### src/rtl/uart_regbank_pkg.sv
package uart_regbank_pkg;
  localparam int unsigned ADR_W = 3;

  typedef enum logic [ADR_W-1:0] {
    A_DATA  = 3'd0,
    A_IEN   = 3'd1,
    A_IDFC  = 3'd2,
    A_LCTL  = 3'd3,
    A_MCTL  = 3'd4,
    A_LSTS  = 3'd5,
    A_MSTS  = 3'd6,
    A_SPARE = 3'd7
  } reg_addr_e;

  localparam int unsigned LATCH_BIT = 7;
  localparam int unsigned RXCLR_BIT = 1;
  localparam int unsigned TXCLR_BIT = 2;
endpackage

### src/rtl/uart_bus_ack.sv
module uart_bus_ack (
  input  logic clk_i,
  input  logic rst_ni,
  input  logic cyc_i,
  input  logic stb_i,
  output logic acc_o,
  output logic ack_o
);
  logic ack_q;

  // a pending acknowledge blocks re-acceptance of a held request
  assign acc_o = cyc_i & stb_i & ~ack_q;

  always_ff @(posedge clk_i or negedge rst_ni) begin
    if (!rst_ni) ack_q <= 1'b0;
    else         ack_q <= acc_o;
  end

  assign ack_o = ack_q;
endmodule

### src/rtl/uart_reg_store.sv
module uart_reg_store
  import uart_regbank_pkg::*;
#(
  parameter int unsigned    DATA_W   = 8,
  parameter int unsigned    NDIV     = 2,
  parameter logic [DATA_W-1:0] LCTL_RST = 8'h03,
  parameter logic [1:0]     TRIG_RST = 2'b11
) (
  input  logic                     clk_i,
  input  logic                     rst_ni,
  input  logic                     acc_i,
  input  logic                     we_i,
  input  reg_addr_e                adr_i,
  input  logic [DATA_W-1:0]        wdat_i,
  output logic [DATA_W-1:0]        ien_o,
  output logic [DATA_W-1:0]        lctl_o,
  output logic [DATA_W-1:0]        mctl_o,
  output logic [1:0]               trig_o,
  output logic [NDIV*DATA_W-1:0]   div_o,
  output logic                     latch_o
);
  logic wr;
  assign wr      = acc_i & we_i;
  assign latch_o = lctl_o[LATCH_BIT];

  always_ff @(posedge clk_i or negedge rst_ni) begin
    if (!rst_ni) begin
      ien_o  <= '0;
      lctl_o <= LCTL_RST;
      mctl_o <= '0;
      trig_o <= TRIG_RST;
    end else if (wr) begin
      unique case (adr_i)
        A_IEN:   if (!latch_o) ien_o <= wdat_i;
        A_IDFC:  trig_o <= wdat_i[DATA_W-1 -: 2];
        A_LCTL:  lctl_o <= wdat_i;
        A_MCTL:  mctl_o <= wdat_i;
        default: ;
      endcase
    end
  end

  // one byte lane of the divisor per address, low byte at address 0
  for (genvar g = 0; g < NDIV; g++) begin : g_div
    logic hit;
    assign hit = wr & latch_o & (adr_i == reg_addr_e'(g));
    always_ff @(posedge clk_i or negedge rst_ni) begin
      if (!rst_ni)  div_o[g*DATA_W +: DATA_W] <= '0;
      else if (hit) div_o[g*DATA_W +: DATA_W] <= wdat_i;
    end
  end
endmodule

### src/rtl/uart_side_fx.sv
module uart_side_fx
  import uart_regbank_pkg::*;
#(
  parameter int unsigned DATA_W = 8
) (
  input  logic              clk_i,
  input  logic              rst_ni,
  input  logic              acc_i,
  input  logic              we_i,
  input  reg_addr_e         adr_i,
  input  logic [DATA_W-1:0] wdat_i,
  input  logic              latch_i,
  output logic              pop_o,
  output logic              push_o,
  output logic              rxclr_o,
  output logic              txclr_o,
  output logic [DATA_W-1:0] txd_o
);
  logic data_hit, fc_wr;
  assign data_hit = acc_i & ~latch_i & (adr_i == A_DATA);
  assign fc_wr    = acc_i & we_i & (adr_i == A_IDFC);

  always_ff @(posedge clk_i or negedge rst_ni) begin
    if (!rst_ni) begin
      pop_o   <= 1'b0;
      push_o  <= 1'b0;
      rxclr_o <= 1'b0;
      txclr_o <= 1'b0;
      txd_o   <= '0;
    end else begin
      pop_o   <= data_hit & ~we_i;
      push_o  <= data_hit & we_i;
      rxclr_o <= fc_wr & wdat_i[RXCLR_BIT];
      txclr_o <= fc_wr & wdat_i[TXCLR_BIT];
      if (data_hit & we_i) txd_o <= wdat_i;
    end
  end
endmodule

### src/rtl/uart_read_mux.sv
module uart_read_mux
  import uart_regbank_pkg::*;
#(
  parameter int unsigned DATA_W = 8,
  parameter int unsigned NDIV   = 2
) (
  input  logic                   clk_i,
  input  logic                   rst_ni,
  input  logic                   acc_i,
  input  logic                   we_i,
  input  reg_addr_e              adr_i,
  input  logic                   latch_i,
  input  logic [DATA_W-1:0]      rxd_i,
  input  logic [DATA_W-1:0]      iid_i,
  input  logic [DATA_W-1:0]      lsts_i,
  input  logic [DATA_W-1:0]      msts_i,
  input  logic [DATA_W-1:0]      ien_i,
  input  logic [DATA_W-1:0]      lctl_i,
  input  logic [NDIV*DATA_W-1:0] div_i,
  output logic [DATA_W-1:0]      rdat_o
);
  logic [DATA_W-1:0] sel;

  always_comb begin
    sel = '0;
    unique case (adr_i)
      A_DATA:  sel = latch_i ? div_i[0 +: DATA_W] : rxd_i;
      A_IEN:   sel = latch_i ? div_i[DATA_W +: DATA_W] : ien_i;
      A_IDFC:  sel = iid_i;
      A_LCTL:  sel = lctl_i;
      A_LSTS:  sel = lsts_i;
      A_MSTS:  sel = msts_i;
      default: sel = '0;
    endcase
  end

  always_ff @(posedge clk_i or negedge rst_ni) begin
    if (!rst_ni) rdat_o <= '0;
    else         rdat_o <= (acc_i & ~we_i) ? sel : '0;
  end
endmodule

### src/rtl/uart_regbank.sv
module uart_regbank
  import uart_regbank_pkg::*;
#(
  parameter int unsigned DATA_W   = 8,
  parameter logic [7:0]  LCTL_RST = 8'h03,
  parameter logic [1:0]  TRIG_RST = 2'b11
) (
  input  logic                clk_i,
  input  logic                rst_ni,
  input  logic                wb_cyc_i,
  input  logic                wb_stb_i,
  input  logic                wb_we_i,
  input  logic [2:0]          wb_adr_i,
  input  logic [DATA_W-1:0]   wb_dat_i,
  output logic [DATA_W-1:0]   wb_dat_o,
  output logic                wb_ack_o,
  input  logic [DATA_W-1:0]   rx_data_i,
  output logic                rx_pop_o,
  output logic [DATA_W-1:0]   tx_data_o,
  output logic                tx_push_o,
  output logic                rx_clr_o,
  output logic                tx_clr_o,
  input  logic [DATA_W-1:0]   int_id_i,
  input  logic [DATA_W-1:0]   line_sts_i,
  input  logic [DATA_W-1:0]   modem_sts_i,
  output logic [DATA_W-1:0]   int_en_o,
  output logic [DATA_W-1:0]   line_ctrl_o,
  output logic [DATA_W-1:0]   modem_ctrl_o,
  output logic [1:0]          fifo_trig_o,
  output logic [2*DATA_W-1:0] divisor_o
);
  localparam int unsigned NDIV = 2;

  logic      acc, latch;
  reg_addr_e adr;
  assign adr = reg_addr_e'(wb_adr_i);

  uart_bus_ack u_ack (
    .clk_i (clk_i), .rst_ni(rst_ni),
    .cyc_i (wb_cyc_i), .stb_i(wb_stb_i),
    .acc_o (acc), .ack_o(wb_ack_o)
  );

  uart_reg_store #(
    .DATA_W(DATA_W), .NDIV(NDIV), .LCTL_RST(LCTL_RST), .TRIG_RST(TRIG_RST)
  ) u_store (
    .clk_i (clk_i), .rst_ni(rst_ni),
    .acc_i (acc), .we_i(wb_we_i), .adr_i(adr), .wdat_i(wb_dat_i),
    .ien_o (int_en_o), .lctl_o(line_ctrl_o), .mctl_o(modem_ctrl_o),
    .trig_o(fifo_trig_o), .div_o(divisor_o), .latch_o(latch)
  );

  uart_side_fx #(.DATA_W(DATA_W)) u_fx (
    .clk_i (clk_i), .rst_ni(rst_ni),
    .acc_i (acc), .we_i(wb_we_i), .adr_i(adr), .wdat_i(wb_dat_i),
    .latch_i(latch),
    .pop_o (rx_pop_o), .push_o(tx_push_o),
    .rxclr_o(rx_clr_o), .txclr_o(tx_clr_o), .txd_o(tx_data_o)
  );

  uart_read_mux #(.DATA_W(DATA_W), .NDIV(NDIV)) u_rd (
    .clk_i (clk_i), .rst_ni(rst_ni),
    .acc_i (acc), .we_i(wb_we_i), .adr_i(adr), .latch_i(latch),
    .rxd_i (rx_data_i), .iid_i(int_id_i),
    .lsts_i(line_sts_i), .msts_i(modem_sts_i),
    .ien_i (int_en_o), .lctl_i(line_ctrl_o), .div_i(divisor_o),
    .rdat_o(wb_dat_o)
  );
endmodule

### config.mk
export PLATFORM = sky130hd
export DESIGN_NAME = uart_regbank
export DESIGN_NICKNAME = d
export VERILOG_FILES = /design/src/rtl/uart_regbank_pkg.sv /design/src/rtl/uart_bus_ack.sv /design/src/rtl/uart_reg_store.sv /design/src/rtl/uart_side_fx.sv /design/src/rtl/uart_read_mux.sv /design/src/rtl/uart_regbank.sv
export SDC_FILE = /design/constraint.sdc
export NUM_CORES = 1
export LEC_CHECK = 0
export ABC_CLOCK_PERIOD_IN_PS = 3300
export BUFFER_PORTS_ARGS = -buffer_cell sky130_fd_sc_hd__buf_2
export CAP_MARGIN = 20
export CORE_UTILIZATION = 53
export CTS_CLUSTER_SIZE = 25
export DETAILED_ROUTE_END_ITERATION = 16
export GPL_TIMING_DRIVEN = 0
export PLACE_DENSITY = 0.83
export SLEW_MARGIN = 0
export SYNTH_ARGS = -nofsm -noshare
export SYNTH_HDL_FRONTEND = slang
export SYNTH_HIERARCHICAL = 1
export SYNTH_SLANG_ARGS = --single-unit
### constraint.sdc
create_clock -name clk_i -period 3.3 [get_ports clk_i]
set_input_delay 0.66 -clock clk_i [delete_from_list [all_inputs] [get_ports clk_i]]
set_output_delay 0.66 -clock clk_i [all_outputs]
set_load 0.05 [all_outputs]
# After elaboration in Yosys (flattened, before gate mapping)

Cells that the tools add are included.

Equal/unequal tests: 6
Multiplexer cells: 4
Bitwise logic cells: 17
Reductions and logical operators: 5

Operators with widths:

| cell                                                            | number |
|---|---|
| 8-bit case mux with 6 select lines                              | 1 |
| 8-bit 2-to-1 mux                                                | 3 |
| 1-bit AND                                                       | 14 |
| 3-bit == test, second input constant                            | 3 |
| 3-bit by 2-bit == test with 1-bit output, second input constant | 2 |
| 2-bit AND reduction                                             | 3 |
| 3-bit by 1-bit == test with 1-bit output, second input constant | 1 |
| 3-bit logical NOT                                               | 1 |
| 1-bit NOT                                                       | 3 |
| 3-bit AND reduction                                             | 1 |

Register bits: 63
Input port bits: 48

# Depth between registers and ports, before layout

Word-level depth: 5
Gate-level depth with buffers: 6

# Cells and area by module

Netlist, hierarchy kept.

Modules (own cells, without submodules):

| module         | times used | cells each | area each (µm²) |
|---|---|---|---|
| uart_reg_store | 1          | 95         | 1,682.9 |
| uart_read_mux  | 1          | 92         | 868.3 |
| uart_side_fx   | 1          | 28         | 459.2 |
| uart_bus_ack   | 1          | 2          | 33.8 |

# Worst setup path before layout

No wires, ideal clock.

Kind: flip-flop to flip-flop
From: register u_ack.ack_q, in the netlist u_ack/ack_o
To: register u_store.mctl_o[0]
Setup time: 0.125 ns
Arrival: 1.881 ns
Data required time: 3.175 ns
Slack: 1.294 ns
Cell stages (with the launch flop): 5
Path buffers: 0
Clock period less this slack: 2.006 ns
Cell sequence: dfrtp_1 -> and3b_1 -> nand2_2 -> nor4b_4 -> mux2_2

Word-level cells in the longest chain between the ends: 4

RTL lines:

| what                          | RTL line             | text |
|---|---|---|
| start, declared               | uart_bus_ack.sv:9    | `logic ack_q;` |
| start signal, assigned        | uart_bus_ack.sv:16   | `else ack_q <= acc_o;` |
| 1-bit NOT                     | uart_bus_ack.sv:12   | `assign acc_o = cyc_i & stb_i & ~ack_q;` |
| 1-bit AND                     | uart_bus_ack.sv:12   |  |
| via acc                       | uart_regbank.sv:34   | `logic acc, latch;` |
| 1-bit AND                     | uart_reg_store.sv:23 | `assign wr = acc_i & we_i;` |
| 2-bit AND reduction (no line) | -                    |  |
| end signal, assigned          | uart_reg_store.sv:37 | `A_MCTL: mctl_o <= wdat_i;` |
| end, declared                 | uart_reg_store.sv:17 | `output logic [DATA_W-1:0] mctl_o,` |

The timed path passes the listed nets, and every way through them passes these cells.
A chain may end at the register's enable or synchronous reset.

# Worst setup path after layout

Ends and elaborated chain as after synthesis.

==> results.yml <==
cells_and_area:
  regArea_sq_um: 1580
  nNetsFinal: 387
  nFillCells: 420
  multi_input_area_sq_um: 1370
  area_growth_pct: 27.0
  antenna-diode-count: 0
  layout-drive-gt1-share_pct: 64.0
critical_path:
  crit_path_end_kind: "register"
  slowest_stage: "nor4b_4"
  required_ns: 3.52
  crit_fanout: 8
  crit_family: "simple AND/OR/NAND/NOR gates"
  cp_cell_sequence: "and3b_1, nand2_2, nor4b_4, mux2_2"
  critPathLaunchType: "register"
  path_buf_inv: 0
  crit_type: "register to register"
  slowest_delay_ns: 0.72
  crit_arrival_ns: 2.36
detailed_routing:
  routedWlPerCell_um: 17.6
  first_pass_iters: 4
  dr.first_iter.drc_count: 132
  drt-total-wl_um: 7340
  vias_per_cell: 5.52
  ant_nets: 0
  dr_total_vias: 2297
  post-route-drc-count: 0
sta:
  relSlewSlack_pct: 47.5
  min_period_over_period_pct: 64.9
  fmaxAchievable_mhz: 467
  timing.final.ws_setup_ns: 1.16
  slew_violations: 0
  final_hold_viol_count: 0
  setup_viol: 0
  min_period_ns: 2.14
  clock_skew_ns: 0.00777
  tightest_slew_ns: 0.784
  tns_ns: 0
  rsz0062_at_grt: "false"
die:
  rows: 27
  io_pins: 111
  chipWidth_um: 77.8
  fp.coreArea_sq_um: 5510
  start_util_pct: 55.3
  die_height_um: 77.8
  die_area_sq_um: 6050
synth:
  synthTopCellsByArea: "dfrtp_1 48%, mux2_2 23%, mux2_4 3.9%"
  syn_nets: 265
  async_reset_ff_share_pct: 100
  synth_edf_count: 0
  yosysTopAreaCell: "dfrtp_1"
  synthFlopType: "dfrtp_1"
  ys_ff_latch: 63
  synth_area_sq_um: 3040
  synth_warnings: 6
  synth_cell_types: 37
  synthCells: 217
  ys_seq_area_share_pct: 52.0
  synth_top_area_share_pct: 48.5
  avgSynthCellArea_sq_um: 14.0
global_route:
  use_met1_pct: 33.7
  first_global_vias: 2282
  antenna_found_initial: 0
  met2_usage_pct: 42.7
  grt_usage_pct: 25.9
  grt_max_degree: 42
  use_met3_pct: 4.24
  grt-busiest-layer: "met2"
  overflow: 0
  grt_pass1_wl_um: 11700
placement:
  gp_congestion: 0.804
  dp_slack_ns: 0.894
  dp_hpwl_um: 5280
  portBuffers: 110
cts:
  cts.sinks: 63
  root_buffer: "clkbuf_8"
  clk_latency_ns: 0.33
  postCtsSetupBuffers: 0
  cts.clk_slew.worst_paths_ns: 0.07
  htreeDepth: 3
  cts-resized-gates: 0
  clockBufferDepth: 2
  cts_made_buffers: 9
  cts_tree: "yes"
  ctsHoldBuffers: 0
outcome:
  outcome: "finished clean"
pwr:
  peakVddDrop_mv: 0.336
  powerDensity_nw_per_um2: 572
  p_leak_nw: 2.01
  power_w: 0.00221
flow_run:
  max_cap_viol_count: 0
worst_hold_path:
  hp-class: "input port to async pin"
stage by stage:
stage	util, %	instance area, sq um	cells	hold WS (ns)
after floorplan	-	3040	217	0.364
after global placement	66.9	3680	399	0.484
after detailed placement	67.3	3700	400	0.490
after CTS	70.2	3870	416	0.324
after global routing	70.2	3870	416	0.334
final	70.2	3870	416	0.311
cells in the final DEF, fill, tap and decap left out, types with 2 or more instances in the layout:
cell type and count:
dfstp_2 4, clkbuf_8 10, nand3_1 3, nor2_1 3
buf_2 113, clkbuf_1 5, nand3b_2 2, mux2i_1 2
a22oi_2 2, nor2b_1 4, and2_1 5, buf_4 3
dfrtp_1 59, mux2_4 8, a22oi_1 5, a22o_1 5
inv_1 3, a31oi_1 7, nand2_1 13, o21ai_0 2
mux2_2 63, buf_6 4
routing by layer:
metal | up-vias | share of wire, %
met5 | - | 0
met4 | 0 | 2.2
met3 | 12 | 5.4
met2 | 91 | 50
met1 | 1151 | 43
li1 | 1043 | -
cell families after synthesis:
group                  Yosys count  synth area share (%)
AO/OA/AOI/OAI                   25                  6.99
flip-flops                      63                  52.0
multiplexers                    73                  27.9
buffers and inverters           13                  3.08
AND/OR/NAND/NOR                 43                  10.1
synth_stat cells (2+ instances only):
library cell	number
mux2_2	63
dfrtp_1	59
nand2_1	13
mux2_4	8
a31oi_1	7
a22o_1	5
a22oi_1	5
and2_1	5
buf_6	4
dfstp_2	4
nor2b_1	4
buf_2	3
buf_4	3
inv_1	3
nand3_1	3
nor2_1	3
a22oi_2	2
mux2i_1	2
nand3b_2	2
o21ai_0	2
flip-flops by register name, indices dropped and copies added (netlist names), 2 cells and up:
register,count
u_store/mctl_o,8
u_store/ien_o,8
u_store/div_o,16
u_store/lctl_o,8
u_rd/rdat_o,8
u_store/trig_o,2
u_fx/txd_o,8
final timing paths:
check / slack, ns / depth (start not counted) / startpoint / end
hold reg to reg: 0.50 / 1 / u_fx/txd_o[6] / u_fx/txd_o[6]
min in group clk_i: 0.50 / 1 / u_fx/txd_o[6] / u_fx/txd_o[6]
max in group asynchronous: 2.32 / 2 / rst_ni / u_store/lctl_o[0]
setup / recovery: 1.16 / 4 / u_ack/ack_o / u_store/mctl_o[0]
hold / removal: 0.31 / 1 / rst_ni / u_rd/rdat_o[4]
setup reg to reg: 1.16 / 4 / u_ack/ack_o / u_store/mctl_o[0]
worst reg2reg max path, delay by kind of cell, from the launching register on:
family	cells	cell delay (ns)
muxes	1	0.42
DFF	1	0.37
and+or+nand+nor	3	1.24
power by group:
part / leakage (nW) / internal [W] / total [W] / switching (W)
Clock: 0.0817 / 0.000294 / 0.000569 / 0.000275
Sequential: 0.832 / 0.000870 / 0.000924 / 0.0000543
Combinational: 1.10 / 0.000225 / 0.000717 / 0.000492
layout make-up:
| class | instances | share of cell area [%] |
|---|---|---|
| clock inverter | 1 | 0.129 |
| multi-input combinational | 141 | 35.4 |
| tap | 72 | 2.33 |
| sequential | 63 | 40.9 |
| clock buffer | 15 | 4.05 |
| timing repair buffer | 111 | 14.8 |
| buffer | 10 | 2.14 |
| inverter | 3 | 0.291 |
Note: power is estimated with default switching activity, not from simulation.
